File: config.mk
export PLATFORM = sky130hd
export DESIGN_NAME = insn_word_decoder
export DESIGN_NICKNAME = d
export VERILOG_FILES = /design/src/rtl/iwd_pkg.sv /design/src/rtl/iwd_twoop_dec.sv /design/src/rtl/iwd_immop_dec.sv /design/src/rtl/iwd_misc_dec.sv /design/src/rtl/iwd_port_dec.sv /design/src/rtl/insn_word_decoder.sv
export SDC_FILE = /design/constraint.sdc
export NUM_CORES = 1
export LEC_CHECK = 0
export BUFFER_PORTS_ARGS = -buffer_cell sky130_fd_sc_hd__buf_2
export CAP_MARGIN = 40
export CORE_MARGIN = 3
export CORE_UTILIZATION = 52
export DETAILED_ROUTE_END_ITERATION = 8
export GPL_TIMING_DRIVEN = 0
export PLACE_DENSITY = 0.95
export SLEW_MARGIN = 20
export SYNTH_ARGS = -nofsm -noshare
export SYNTH_HDL_FRONTEND = slang
export SYNTH_SLANG_ARGS = --single-unit
File: constraint.sdc
create_clock -name vclk -period 2.96
set_input_delay 0.444 -clock vclk [all_inputs]
set_output_delay 0.444 -clock vclk [all_outputs]
set_load 0.005 [all_outputs]
File: src/rtl/iwd_pkg.sv
package iwd_pkg;

  localparam int WORD_W = 16;
  localparam int RIDX_W = 5;
  localparam int IMM_W  = 8;
  localparam int IOA_W  = 6;
  localparam int BITN_W = 3;
  localparam int PAIR_W = 2;
  localparam int OPC_W  = 5;

  typedef enum logic [OPC_W-1:0] {
    OP_NOP   = 5'd0,
    OP_ADD   = 5'd1,
    OP_ADC   = 5'd2,
    OP_SUB   = 5'd3,
    OP_SBC   = 5'd4,
    OP_AND   = 5'd5,
    OP_EOR   = 5'd6,
    OP_OR    = 5'd7,
    OP_MUL   = 5'd8,
    OP_LSL   = 5'd9,
    OP_SUBI  = 5'd10,
    OP_SBCI  = 5'd11,
    OP_ANDI  = 5'd12,
    OP_ORI   = 5'd13,
    OP_COM   = 5'd14,
    OP_SWAP  = 5'd15,
    OP_INC   = 5'd16,
    OP_ASR   = 5'd17,
    OP_LSR   = 5'd18,
    OP_DEC   = 5'd19,
    OP_PUSH  = 5'd20,
    OP_POP   = 5'd21,
    OP_PRD   = 5'd22,
    OP_PWR   = 5'd23,
    OP_IOCLR = 5'd24,
    OP_IOSET = 5'd25,
    OP_ADDW  = 5'd26,
    OP_SUBW  = 5'd27
  } op_e;

  typedef struct packed {
    op_e                op;
    logic [RIDX_W-1:0]  dst;
    logic [RIDX_W-1:0]  src;
    logic [IMM_W-1:0]   imm;
    logic [IOA_W-1:0]   io;
    logic [BITN_W-1:0]  bitn;
    logic [PAIR_W-1:0]  pair;
  } dec_t;

  // two-register class selectors (bits 15:10)
  localparam logic [5:0] PFX_ADD = 6'b000011;
  localparam logic [5:0] PFX_ADC = 6'b000111;
  localparam logic [5:0] PFX_SUB = 6'b000110;
  localparam logic [5:0] PFX_SBC = 6'b000010;
  localparam logic [5:0] PFX_AND = 6'b001000;
  localparam logic [5:0] PFX_EOR = 6'b001001;
  localparam logic [5:0] PFX_OR  = 6'b001010;
  localparam logic [5:0] PFX_MUL = 6'b100111;

  // byte-immediate class selectors (bits 15:12)
  localparam logic [3:0] TOP_SUBI = 4'b0101;
  localparam logic [3:0] TOP_SBCI = 4'b0100;
  localparam logic [3:0] TOP_ANDI = 4'b0111;
  localparam logic [3:0] TOP_ORI  = 4'b0110;

  // single-register group and its low-nibble selectors
  localparam logic [6:0] GRP_UNARY = 7'b1001010;
  localparam logic [6:0] GRP_PUSH  = 7'b1001001;
  localparam logic [6:0] GRP_POP   = 7'b1001000;
  localparam logic [3:0] LO_COM    = 4'h0;
  localparam logic [3:0] LO_SWAP   = 4'h2;
  localparam logic [3:0] LO_INC    = 4'h3;
  localparam logic [3:0] LO_ASR    = 4'h5;
  localparam logic [3:0] LO_LSR    = 4'h6;
  localparam logic [3:0] LO_DEC    = 4'hA;
  localparam logic [3:0] LO_STACK  = 4'hF;

  localparam logic [7:0] HI_IOCLR = 8'h98;
  localparam logic [7:0] HI_IOSET = 8'h9A;
  localparam logic [7:0] HI_ADDW  = 8'h96;
  localparam logic [7:0] HI_SUBW  = 8'h97;
  localparam logic [3:0] GRP_PORT = 4'b1011;

  // ---- field extraction helpers ----
  function automatic logic [RIDX_W-1:0] fld_mid_reg(input logic [WORD_W-1:0] w);
    return w[8:4];
  endfunction

  function automatic logic [RIDX_W-1:0] fld_split_reg(input logic [WORD_W-1:0] w);
    return {w[9], w[3:0]};
  endfunction

  function automatic logic [IMM_W-1:0] fld_kbyte(input logic [WORD_W-1:0] w);
    return {w[11:8], w[3:0]};
  endfunction

  function automatic logic [RIDX_W-1:0] fld_high_reg(input logic [WORD_W-1:0] w,
                                                      input logic [RIDX_W-1:0] base);
    return base + RIDX_W'(w[7:4]);
  endfunction

  function automatic logic [IOA_W-1:0] fld_port_addr(input logic [WORD_W-1:0] w);
    return {w[10:9], w[3:0]};
  endfunction

  function automatic logic [IOA_W-1:0] fld_bitio_addr(input logic [WORD_W-1:0] w);
    return IOA_W'(w[7:3]);
  endfunction

  function automatic logic [BITN_W-1:0] fld_bitn(input logic [WORD_W-1:0] w);
    return w[2:0];
  endfunction

  function automatic logic [IMM_W-1:0] fld_wimm(input logic [WORD_W-1:0] w);
    return IMM_W'({w[7:6], w[3:0]});
  endfunction

  function automatic logic [PAIR_W-1:0] fld_pair(input logic [WORD_W-1:0] w);
    return w[5:4];
  endfunction

  function automatic logic [RIDX_W-1:0] pair_reg(input logic [PAIR_W-1:0] p,
                                                  input logic [RIDX_W-1:0] base);
    return base + RIDX_W'({p, 1'b0});
  endfunction

endpackage

File: src/rtl/iwd_twoop_dec.sv
module iwd_twoop_dec
  import iwd_pkg::*;
#(
  parameter bit HAS_MUL = 1'b1
) (
  input  logic [WORD_W-1:0] word,
  output logic              hit,
  output logic              shift_alias,
  output dec_t              fields
);

  localparam int PFX_W = 6;

  logic [PFX_W-1:0]  pfx;
  logic [RIDX_W-1:0] rd;
  logic [RIDX_W-1:0] rr;
  logic              mul_hit;
  logic              same_reg;

  assign pfx      = word[WORD_W-1 -: PFX_W];
  assign rd       = fld_mid_reg(word);
  assign rr       = fld_split_reg(word);
  assign same_reg = (rd == rr);

  generate
    if (HAS_MUL) begin : g_mul
      assign mul_hit = (pfx == PFX_MUL);
    end else begin : g_nomul
      assign mul_hit = 1'b0;
    end
  endgenerate

  always_comb begin
    fields      = '0;
    hit         = 1'b1;
    shift_alias = 1'b0;
    case (pfx)
      PFX_ADD: begin
        if (same_reg) begin
          fields.op   = OP_LSL;
          shift_alias = 1'b1;
        end else begin
          fields.op   = OP_ADD;
        end
      end
      PFX_ADC: fields.op = OP_ADC;
      PFX_SUB: fields.op = OP_SUB;
      PFX_SBC: fields.op = OP_SBC;
      PFX_AND: fields.op = OP_AND;
      PFX_EOR: fields.op = OP_EOR;
      PFX_OR:  fields.op = OP_OR;
      default: begin
        if (mul_hit) fields.op = OP_MUL;
        else         hit       = 1'b0;
      end
    endcase
    if (hit) begin
      fields.dst = rd;
      fields.src = rr;
    end
  end

endmodule

File: src/rtl/iwd_immop_dec.sv
module iwd_immop_dec
  import iwd_pkg::*;
#(
  parameter int HIGH_REG_BASE = 16
) (
  input  logic [WORD_W-1:0] word,
  output logic              hit,
  output dec_t              fields
);

  localparam logic [RIDX_W-1:0] HB = RIDX_W'(HIGH_REG_BASE);

  logic [3:0] top;
  assign top = word[WORD_W-1 -: 4];

  always_comb begin
    fields = '0;
    hit    = 1'b1;
    case (top)
      TOP_SUBI: fields.op = OP_SUBI;
      TOP_SBCI: fields.op = OP_SBCI;
      TOP_ANDI: fields.op = OP_ANDI;
      TOP_ORI:  fields.op = OP_ORI;
      default:  hit       = 1'b0;
    endcase
    if (hit) begin
      fields.dst = fld_high_reg(word, HB);
      fields.imm = fld_kbyte(word);
    end
  end

endmodule

File: src/rtl/iwd_misc_dec.sv
module iwd_misc_dec
  import iwd_pkg::*;
#(
  parameter int PAIR_REG_BASE = 24
) (
  input  logic [WORD_W-1:0] word,
  output logic              hit,
  output dec_t              fields
);

  localparam logic [RIDX_W-1:0] PB = RIDX_W'(PAIR_REG_BASE);

  logic [6:0] hi7;
  logic [7:0] hi8;
  logic [3:0] lo4;

  assign hi7 = word[WORD_W-1 -: 7];
  assign hi8 = word[WORD_W-1 -: 8];
  assign lo4 = word[3:0];

  always_comb begin
    fields = '0;
    hit    = 1'b0;
    if (hi7 == GRP_UNARY) begin
      hit = 1'b1;
      case (lo4)
        LO_COM:  fields.op = OP_COM;
        LO_SWAP: fields.op = OP_SWAP;
        LO_INC:  fields.op = OP_INC;
        LO_ASR:  fields.op = OP_ASR;
        LO_LSR:  fields.op = OP_LSR;
        LO_DEC:  fields.op = OP_DEC;
        default: hit       = 1'b0;
      endcase
      if (hit) fields.dst = fld_mid_reg(word);
    end else if (hi7 == GRP_PUSH && lo4 == LO_STACK) begin
      hit        = 1'b1;
      fields.op  = OP_PUSH;
      fields.src = fld_mid_reg(word);
    end else if (hi7 == GRP_POP && lo4 == LO_STACK) begin
      hit        = 1'b1;
      fields.op  = OP_POP;
      fields.dst = fld_mid_reg(word);
    end else if (hi8 == HI_IOCLR || hi8 == HI_IOSET) begin
      hit         = 1'b1;
      fields.op   = (hi8 == HI_IOSET) ? OP_IOSET : OP_IOCLR;
      fields.io   = fld_bitio_addr(word);
      fields.bitn = fld_bitn(word);
    end else if (hi8 == HI_ADDW || hi8 == HI_SUBW) begin
      hit         = 1'b1;
      fields.op   = (hi8 == HI_SUBW) ? OP_SUBW : OP_ADDW;
      fields.pair = fld_pair(word);
      fields.dst  = pair_reg(fld_pair(word), PB);
      fields.imm  = fld_wimm(word);
    end
  end

endmodule

File: src/rtl/iwd_port_dec.sv
module iwd_port_dec
  import iwd_pkg::*;
(
  input  logic [WORD_W-1:0] word,
  output logic              hit,
  output dec_t              fields
);

  logic is_write;
  assign is_write = word[11];

  always_comb begin
    fields = '0;
    hit    = (word[WORD_W-1 -: 4] == GRP_PORT);
    if (hit) begin
      fields.io = fld_port_addr(word);
      if (is_write) begin
        fields.op  = OP_PWR;
        fields.src = fld_mid_reg(word);
      end else begin
        fields.op  = OP_PRD;
        fields.dst = fld_mid_reg(word);
      end
    end
  end

endmodule

File: src/rtl/insn_word_decoder.sv
module insn_word_decoder
  import iwd_pkg::*;
#(
  parameter bit HAS_MUL       = 1'b1,
  parameter int HIGH_REG_BASE = 16,
  parameter int PAIR_REG_BASE = 24
) (
  input  logic [15:0] instr_word,
  output logic [4:0]  op_code,
  output logic [4:0]  dst_reg,
  output logic [4:0]  src_reg,
  output logic [7:0]  imm_val,
  output logic [5:0]  io_addr,
  output logic [2:0]  bit_idx,
  output logic [1:0]  pair_sel,
  output logic        illegal
);

  localparam int N_GRP    = 4;
  localparam int G_TWOOP  = 0;
  localparam int G_IMMOP  = 1;
  localparam int G_MISC   = 2;
  localparam int G_PORT   = 3;

  logic [N_GRP-1:0] grp_hit;
  dec_t             grp_fld [N_GRP];
  logic             lsl_alias;
  dec_t             merged;

  iwd_twoop_dec #(.HAS_MUL(HAS_MUL)) u_twoop (
    .word        (instr_word),
    .hit         (grp_hit[G_TWOOP]),
    .shift_alias (lsl_alias),
    .fields      (grp_fld[G_TWOOP])
  );

  iwd_immop_dec #(.HIGH_REG_BASE(HIGH_REG_BASE)) u_immop (
    .word   (instr_word),
    .hit    (grp_hit[G_IMMOP]),
    .fields (grp_fld[G_IMMOP])
  );

  iwd_misc_dec #(.PAIR_REG_BASE(PAIR_REG_BASE)) u_misc (
    .word   (instr_word),
    .hit    (grp_hit[G_MISC]),
    .fields (grp_fld[G_MISC])
  );

  iwd_port_dec u_port (
    .word   (instr_word),
    .hit    (grp_hit[G_PORT]),
    .fields (grp_fld[G_PORT])
  );

  // class patterns are disjoint, so an OR of the gated group results is the merge
  always_comb begin
    merged = '0;
    for (int g = 0; g < N_GRP; g++) begin
      if (grp_hit[g]) merged = dec_t'(merged | grp_fld[g]);
    end
  end

  assign illegal  = ~|grp_hit;
  assign op_code  = merged.op;
  assign dst_reg  = merged.dst;
  assign src_reg  = merged.src;
  assign imm_val  = merged.imm;
  assign io_addr  = merged.io;
  assign bit_idx  = merged.bitn;
  assign pair_sel = merged.pair;

endmodule

==> results of run 1 <==
## per-stage QoR
| stage | std cells | cell area (sq um) | hold slack, ns | power [mW] |
|---|---|---|---|---|
| finish | 209 | 1220 | 1.24 | 0.152 |
| global route | 209 | 1220 | 1.26 | 0.167 |
| CTS | 209 | 1220 | 1.22 | 0.149 |
| detailed placement | 209 | 1220 | 1.22 | 0.149 |
| global placement | 209 | 1220 | 1.21 | 0.142 |
| floorplan | 135 | 936 | 0.986 | 0.0923 |
## Yosys cell counts (2+ instances only)
library cell and count:
sky130_fd_sc_hd__nor3_1 6, sky130_fd_sc_hd__and2_1 8, sky130_fd_sc_hd__a211oi_1 3, sky130_fd_sc_hd__a21oi_1 6, sky130_fd_sc_hd__a21o_1 2, sky130_fd_sc_hd__buf_4 2
sky130_fd_sc_hd__a2111o_1 2, sky130_fd_sc_hd__nor2b_1 9, sky130_fd_sc_hd__inv_1 6, sky130_fd_sc_hd__o21ai_0 4, sky130_fd_sc_hd__or2_1 2, sky130_fd_sc_hd__o211ai_1 2
sky130_fd_sc_hd__o31a_1 2, sky130_fd_sc_hd__nor4_1 2, sky130_fd_sc_hd__nand4_1 2, sky130_fd_sc_hd__xnor2_1 4, sky130_fd_sc_hd__nor3b_1 2, sky130_fd_sc_hd__nand2_1 5
sky130_fd_sc_hd__clkbuf_1 2, sky130_fd_sc_hd__a311oi_1 2, sky130_fd_sc_hd__nor2_1 12, sky130_fd_sc_hd__ha_1 3, sky130_fd_sc_hd__o32a_1 2, sky130_fd_sc_hd__buf_2 6
sky130_fd_sc_hd__nand2b_1 5, sky130_fd_sc_hd__nor4_4 2, sky130_fd_sc_hd__a2bb2oi_1 2, sky130_fd_sc_hd__a22o_1 14
## per-layer routing
metal  vias up  wire, um  GRT usage [%]
met5         -         0              0
met4         0        94           12.8
met3        12       230           2.15
met2        72      1670           51.8
met1       598      1350           36.9
li1        624         -              -
## area by class of cell
class / instances / share of cell area [%]
Buffer: 10 / 4.32
Inverter: 7 / 2.16
Multi-Input combinational cell: 118 / 70.5
Tap cell: 24 / 2.47
Timing Repair Buffer: 50 / 20.6
## cell usage in the layout, fill, tap and decap left out, drive strengths merged, types with 3 or more instances in the layout
cell type  netlist  routed
nor2b            9       9
and2             8       8
xnor2            4       4
nor2            12      12
nand2b           5       5
buf              8      58
nor3             7       7
o21ai            4       4
a21oi            6       6
ha               3       3
a2bb2oi          3       3
inv              7       7
a211oi           3       3
nand2            5       5
nor4             4       4
a22o            14      14
## final timing paths
| kind | start | end | slack [ns] |
|---|---|---|---|
| hold / removal | instr_word[8] | src_reg[4] | 1.24 |
| setup / recovery | instr_word[8] | illegal | 0.28 |
## cell families after synthesis
kind of cell	Yosys count
xor+xnor	4
fa+ha+maj	3
buf+inv	17
simple gates	61
mux	1
compound gates	49
## power groups by stage
stage / Combinational [mW] / Sequential (mW) / Clock [mW]
2_1_floorplan: 0.0923 / 0 / 0
3_3_place_gp: 0.142 / 0 / 0
3_5_place_dp: 0.149 / 0 / 0
4_1_cts: 0.149 / 0 / 0
5_1_grt: 0.167 / 0 / 0
6_report: 0.152 / 0 / 0
==> run_summary.xml, run 1 <==
<?xml version="1.0" encoding="UTF-8"?>
<metrics>
  <group name="grt">
    <metric name="first_global_vias" unit="">1240</metric>
    <metric name="grt_start_max_net_pins" unit="">11</metric>
    <metric name="wire_length_of_the_first_global_routing_pass" unit="mm">5.76</metric>
    <metric name="global_route_usage_sum" unit="%">29.5</metric>
    <metric name="globalRoute.totalOverflow" unit="">0</metric>
    <metric name="number_of_antenna_violations_at_the_first_check_in_global_routing" unit="">0</metric>
  </group>
  <group name="yosys">
    <metric name="yosysTopAreaCellShare" unit="%">13.1</metric>
    <metric name="synth_xor_xnor_area_share" unit="%">3.74</metric>
    <metric name="netlist_top_cells_area" unit="">sky130_fd_sc_hd__a22o_1, sky130_fd_sc_hd__nor2b_1, sky130_fd_sc_hd__and2_1</metric>
    <metric name="synth_compound_area_share" unit="%">42.0</metric>
    <metric name="synthMuxAreaShare" unit="%">1.07</metric>
    <metric name="syn_area_per_cell" unit="sq um">6.93</metric>
    <metric name="synth_adder_area_share" unit="%">4.01</metric>
    <metric name="yosysUniqueCellTypes" unit="">44</metric>
    <metric name="synth-seq-area-share" unit="%">0</metric>
    <metric name="synth_top_family_by_area" unit="">compound AO/OA/AOI/OAI gates</metric>
    <metric name="post_synthesis_simple_gate_area_fraction" unit="%">40.8</metric>
    <metric name="cell_type_with_the_highest_aggregate_area_in_the_netlist" unit="">sky130_fd_sc_hd__a22o_1</metric>
    <metric name="ys.warnings.count" unit="">0</metric>
    <metric name="netlist_area" unit="sq um">936</metric>
    <metric name="synth_fp_nets" unit="">154</metric>
    <metric name="synthCells" unit="">135</metric>
  </group>
  <group name="setup_path">
    <metric name="cp_num_buf_inv" unit="">3</metric>
    <metric name="crit_slowest_cell" unit="">sky130_fd_sc_hd__nor3b_1</metric>
    <metric name="critical_path.endpoint_type" unit="">output port</metric>
    <metric name="setup.worst_path.class" unit="">in -&gt; out</metric>
    <metric name="signal_arrival_time_at_the_worst_endpoint" unit="ns">2.24</metric>
    <metric name="cp_launch_type" unit="">input port</metric>
    <metric name="critical_path.top_delay_family" unit="">simple AND/OR/NAND/NOR gates</metric>
    <metric name="path_max_fanout" unit="">4</metric>
    <metric name="worstPathCellList" unit="">buf_2 &gt; inv_1 &gt; ha_1 &gt; nor2_1 &gt; o22a_1 &gt; nor3b_1 &gt; a211oi_1 &gt; nor4_1 &gt; buf_2</metric>
    <metric name="worst-endpoint-required" unit="ns">2.52</metric>
    <metric name="cp_slowest_stage_delay" unit="ns">0.34</metric>
    <metric name="cpMostUsedCell" unit="">sky130_fd_sc_hd__buf_2</metric>
    <metric name="worst-path-stages" unit="">9</metric>
  </group>
  <group name="sta">
    <metric name="final.min_clock_period" unit="ns">2.68</metric>
    <metric name="slew_violations" unit="">0</metric>
    <metric name="layout_setup_ws" unit="ns">0.279</metric>
    <metric name="number_of_hold_violations_in_the_final_report" unit="">0</metric>
    <metric name="setup_violations" unit="">0</metric>
    <metric name="clock.fmax" unit="MHz">373</metric>
    <metric name="worstMarginPinSlew" unit="ns">0.719</metric>
    <metric name="setup_tns" unit="ns">0</metric>
    <metric name="rsz0062_at_grt" unit="">false</metric>
    <metric name="slew_headroom" unit="%">51.7</metric>
    <metric name="fin_crit_sh" unit="%">90.6</metric>
  </group>
  <group name="placed_design">
    <metric name="dp_hpwl" unit="mm">2.64</metric>
    <metric name="pre_cts_slack" unit="ns">0.351</metric>
    <metric name="gp_congestion" unit="">0.917</metric>
    <metric name="port_buffers" unit="">50</metric>
  </group>
  <group name="pwr">
    <metric name="power.clock.fraction" unit="%">0</metric>
    <metric name="power.switching_fraction" unit="%">57.6</metric>
    <metric name="total_leakage_power" unit="nW">0.590</metric>
    <metric name="power.combinational.fraction" unit="%">100.0</metric>
    <metric name="irDropWorstVdd" unit="V">0.0000696</metric>
    <metric name="power_density" unit="nW/um^2">125</metric>
    <metric name="internal_power" unit="mW">0.0645</metric>
    <metric name="power.sequential.fraction" unit="%">0</metric>
    <metric name="p_switching" unit="mW">0.0875</metric>
  </group>
  <group name="drt">
    <metric name="drt.antenna.violating_nets" unit="">0</metric>
    <metric name="dr_total_vias" unit="">1306</metric>
    <metric name="1st_iter_drt_viols" unit="">51</metric>
    <metric name="routed_wire_length_per_instance" unit="um">16.0</metric>
    <metric name="firstDrtPassIters" unit="">4</metric>
    <metric name="drc" unit="">0</metric>
    <metric name="totalWireLength" unit="mm">3.34</metric>
    <metric name="detail_route.vias_per_cell" unit="">6.25</metric>
  </group>
  <group name="cells_and_area">
    <metric name="area.sequential" unit="sq um">0</metric>
    <metric name="final_layout_size_suffix_gt1_share" unit="%">34.6</metric>
    <metric name="area_growth_syn_to_layout" unit="%">29.9</metric>
    <metric name="layout.core_utilization" unit="%">76.3</metric>
    <metric name="multiInputGateArea" unit="sq um">857</metric>
    <metric name="final_net_count" unit="">206</metric>
    <metric name="insertedDiodeCount" unit="">0</metric>
    <metric name="layout.filler_cells" unit="">134</metric>
    <metric name="flops_and_latches" unit="">0</metric>
    <metric name="clockBufferCount" unit="">0</metric>
  </group>
  <group name="hold_path">
    <metric name="worstHoldPathCells" unit="">3</metric>
    <metric name="timing.hold.worst.class" unit="">in -&gt; out</metric>
  </group>
  <group name="status">
    <metric name="run_status" unit="">finished clean</metric>
  </group>
  <group name="floorplan">
    <metric name="floorplan.rows" unit="">14</metric>
    <metric name="start_util" unit="%">58.7</metric>
    <metric name="design.die.area" unit="sq um">2340</metric>
    <metric name="horizontal_extent_of_the_die" unit="um">48.4</metric>
    <metric name="die_h" unit="um">48.4</metric>
    <metric name="design.portCount" unit="">51</metric>
    <metric name="core_region_area" unit="sq um">1590</metric>
  </group>
  <group name="clocking">
    <metric name="ctsResizeCount" unit="">0</metric>
    <metric name="post_cts_setup_inserts" unit="">0</metric>
    <metric name="postCtsHoldBufs" unit="">0</metric>
  </group>
  <group name="job">
    <metric name="max-cap-violations" unit="">0</metric>
  </group>
</metrics>
Power figures use the tool's default switching activity.
==> run 2, diff against run 1 <==
--- a/config.mk
+++ b/config.mk
@@ -11,7 +11,7 @@
 export CORE_UTILIZATION = 52
 export DETAILED_ROUTE_END_ITERATION = 8
 export GPL_TIMING_DRIVEN = 0
-export PLACE_DENSITY = 0.95
+export PLACE_DENSITY_LB_ADDON = 0.08
 export SLEW_MARGIN = 20
 export SYNTH_ARGS = -nofsm -noshare
 export SYNTH_HDL_FRONTEND = slang
==> run 2 against run 1 <==
Against the previous run:
- total power fell by 2.1%
- die area unchanged
- routed wire length shrank 7.4%
- fmax grew 1.3%
- final area stayed put
- setup slack improved by 0.033 ns
- first-iteration DRC count is 3.9% lower
- final cell count unchanged
- combinational power hardly changed
- clock-buffer cell count unchanged
- hold slack got worse by 0.012 ns
- non-clock buffer count unchanged
- critical path type unchanged
- largest power group unchanged
==> run_summary.xml, run 2 (same netlist as run 1, synthesis figures left out) <==
<?xml version="1.0" encoding="UTF-8"?>
<metrics>
  <group name="status">
    <metric name="run_status" unit="">finished clean</metric>
  </group>
  <group name="drt">
    <metric name="routed_wire_length_per_instance" unit="um">14.8</metric>
    <metric name="firstDrtPassIters" unit="">4</metric>
    <metric name="detail_route.vias_per_cell" unit="">6.08</metric>
    <metric name="totalWireLength" unit="mm">3.09</metric>
    <metric name="dr_total_vias" unit="">1270</metric>
    <metric name="drt.antenna.violating_nets" unit="">0</metric>
    <metric name="1st_iter_drt_viols" unit="">49</metric>
    <metric name="drc" unit="">0</metric>
  </group>
  <group name="floorplan">
    <metric name="floorplan.rows" unit="">14</metric>
    <metric name="core_region_area" unit="sq um">1590</metric>
    <metric name="design.portCount" unit="">51</metric>
    <metric name="start_util" unit="%">58.7</metric>
    <metric name="horizontal_extent_of_the_die" unit="um">48.4</metric>
    <metric name="design.die.area" unit="sq um">2340</metric>
    <metric name="die_h" unit="um">48.4</metric>
  </group>
  <group name="setup_path">
    <metric name="worstPathCellList" unit="">buf_2 &gt; nor3b_1 &gt; nand2b_1 &gt; o211ai_1 &gt; a2bb2oi_1 &gt; buf_2</metric>
    <metric name="signal_arrival_time_at_the_worst_endpoint" unit="ns">2.20</metric>
    <metric name="worst-endpoint-required" unit="ns">2.52</metric>
    <metric name="cp_slowest_stage_delay" unit="ns">0.59</metric>
    <metric name="path_max_fanout" unit="">9</metric>
    <metric name="cp_launch_type" unit="">input port</metric>
    <metric name="setup.worst_path.class" unit="">in -&gt; out</metric>
    <metric name="cpMostUsedCell" unit="">sky130_fd_sc_hd__buf_2</metric>
    <metric name="critical_path.endpoint_type" unit="">output port</metric>
    <metric name="crit_slowest_cell" unit="">sky130_fd_sc_hd__nor3b_1</metric>
  </group>
  <group name="sta">
    <metric name="number_of_hold_violations_in_the_final_report" unit="">0</metric>
    <metric name="fin_crit_sh" unit="%">89.4</metric>
    <metric name="worstMarginPinSlew" unit="ns">0.672</metric>
    <metric name="layout_setup_ws" unit="ns">0.313</metric>
    <metric name="slew_headroom" unit="%">54.9</metric>
    <metric name="setup_tns" unit="ns">0</metric>
    <metric name="rsz0062_at_grt" unit="">false</metric>
    <metric name="slew_violations" unit="">0</metric>
    <metric name="final.min_clock_period" unit="ns">2.65</metric>
    <metric name="setup_violations" unit="">0</metric>
    <metric name="clock.fmax" unit="MHz">378</metric>
  </group>
  <group name="cells_and_area">
    <metric name="flops_and_latches" unit="">0</metric>
    <metric name="final_layout_size_suffix_gt1_share" unit="%">34.6</metric>
    <metric name="area_growth_syn_to_layout" unit="%">29.9</metric>
    <metric name="final_net_count" unit="">206</metric>
    <metric name="layout.filler_cells" unit="">143</metric>
    <metric name="layout_commonest_cell" unit="">sky130_fd_sc_hd__buf_2</metric>
    <metric name="most_used_cells_in_the_layout_excluding_fill_and_tap_cells" unit="">sky130_fd_sc_hd__buf_2, sky130_fd_sc_hd__a22o_1, sky130_fd_sc_hd__nor2_1, sky130_fd_sc_hd__nor2b_1, sky130_fd_sc_hd__and2_1</metric>
    <metric name="multiInputGateArea" unit="sq um">857</metric>
    <metric name="area.sequential" unit="sq um">0</metric>
    <metric name="insertedDiodeCount" unit="">0</metric>
    <metric name="clockBufferCount" unit="">0</metric>
  </group>
  <group name="grt">
    <metric name="wire_length_of_the_first_global_routing_pass" unit="mm">5.22</metric>
    <metric name="globalRoute.totalOverflow" unit="">0</metric>
    <metric name="global_route_usage_sum" unit="%">26.0</metric>
    <metric name="grt_start_max_net_pins" unit="">11</metric>
    <metric name="first_global_vias" unit="">1152</metric>
    <metric name="number_of_antenna_violations_at_the_first_check_in_global_routing" unit="">0</metric>
  </group>
  <group name="placed_design">
    <metric name="pre_cts_slack" unit="ns">0.361</metric>
    <metric name="gp_congestion" unit="">0.925</metric>
    <metric name="dp_hpwl" unit="mm">2.43</metric>
    <metric name="port_buffers" unit="">50</metric>
  </group>
  <group name="clocking">
    <metric name="post_cts_setup_inserts" unit="">0</metric>
    <metric name="postCtsHoldBufs" unit="">0</metric>
    <metric name="ctsResizeCount" unit="">0</metric>
  </group>
  <group name="hold_path">
    <metric name="endpoint_of_the_worst_hold_path" unit="">src_reg[4]</metric>
    <metric name="timing.hold.worst.class" unit="">in -&gt; out</metric>
    <metric name="worst_hold_startpoint" unit="">instr_word[8]</metric>
    <metric name="worstHoldPathCells" unit="">3</metric>
  </group>
  <group name="job">
    <metric name="max-cap-violations" unit="">0</metric>
  </group>
  <group name="pwr">
    <metric name="total_leakage_power" unit="nW">0.590</metric>
    <metric name="irDropWorstVdd" unit="V">0.0000871</metric>
    <metric name="power_density" unit="nW/um^2">122</metric>
  </group>
</metrics>
## run 2: cell counts in the layout (fill, tap and decap cells not counted)
Identical to the previous run, type by type.
## run 2: through the flow
step	std cells	cell area (sq um)	hold slack (ns)	util, %	total power [mW]
after global routing	209	1220	1.25	76.3	0.163
final	209	1220	1.22	76.3	0.149
after global placement	209	1220	1.21	76.3	0.142
after detailed placement	209	1220	1.22	76.3	0.146
after floorplan	135	936	0.986	-	0.0923
after CTS	209	1220	1.22	76.3	0.147
## run 2: critical path, delay by kind of cell
kind	cells	cell delay (ns)
AND/OR/NAND/NOR	2	0.81
AO/OA/AOI/OAI	2	0.65
buffers and inverters	2	0.30
## run 2: cell type report
class	instances	share of cell area [%]
timing repair buffer	50	20.6
tap	24	2.47
buffer	10	4.32
multi-input combinational	118	70.5
inverter	7	2.16
## run 2: report_power, final
part           switching [mW]  internal (mW)
clock network               0              0
logic                  0.0842         0.0646
registers                   0              0
total                  0.0842         0.0646
## run 2: worst max-delay path by stage
| stage | startpoint | endpoint | slack (ns) | cells past startpoint |
|---|---|---|---|---|
| 2_1_floorplan | instr_word[8] | illegal | 0.84 | 7 |
| 3_3_place_gp | instr_word[8] | illegal | 0.40 | 9 |
| 3_5_place_dp | instr_word[9] | dst_reg[4] | 0.36 | 6 |
| 6_report | instr_word[9] | dst_reg[4] | 0.31 | 6 |
| 4_1_cts | instr_word[9] | dst_reg[4] | 0.35 | 6 |
| 5_1_grt | instr_word[8] | illegal | 0.16 | 9 |
## run 2: per-layer routing
| layer | part of all wire (%) | vias to the layer above | GRT usage, % |
|---|---|---|---|
| li1 | - | 619 | - |
| met1 | 41 | 583 | 33.9 |
| met2 | 48 | 63 | 47.0 |
| met3 | 9.4 | 5 | 3.37 |
| met4 | 1.0 | 0 | 2.84 |
| met5 | 0 | - | 0 |
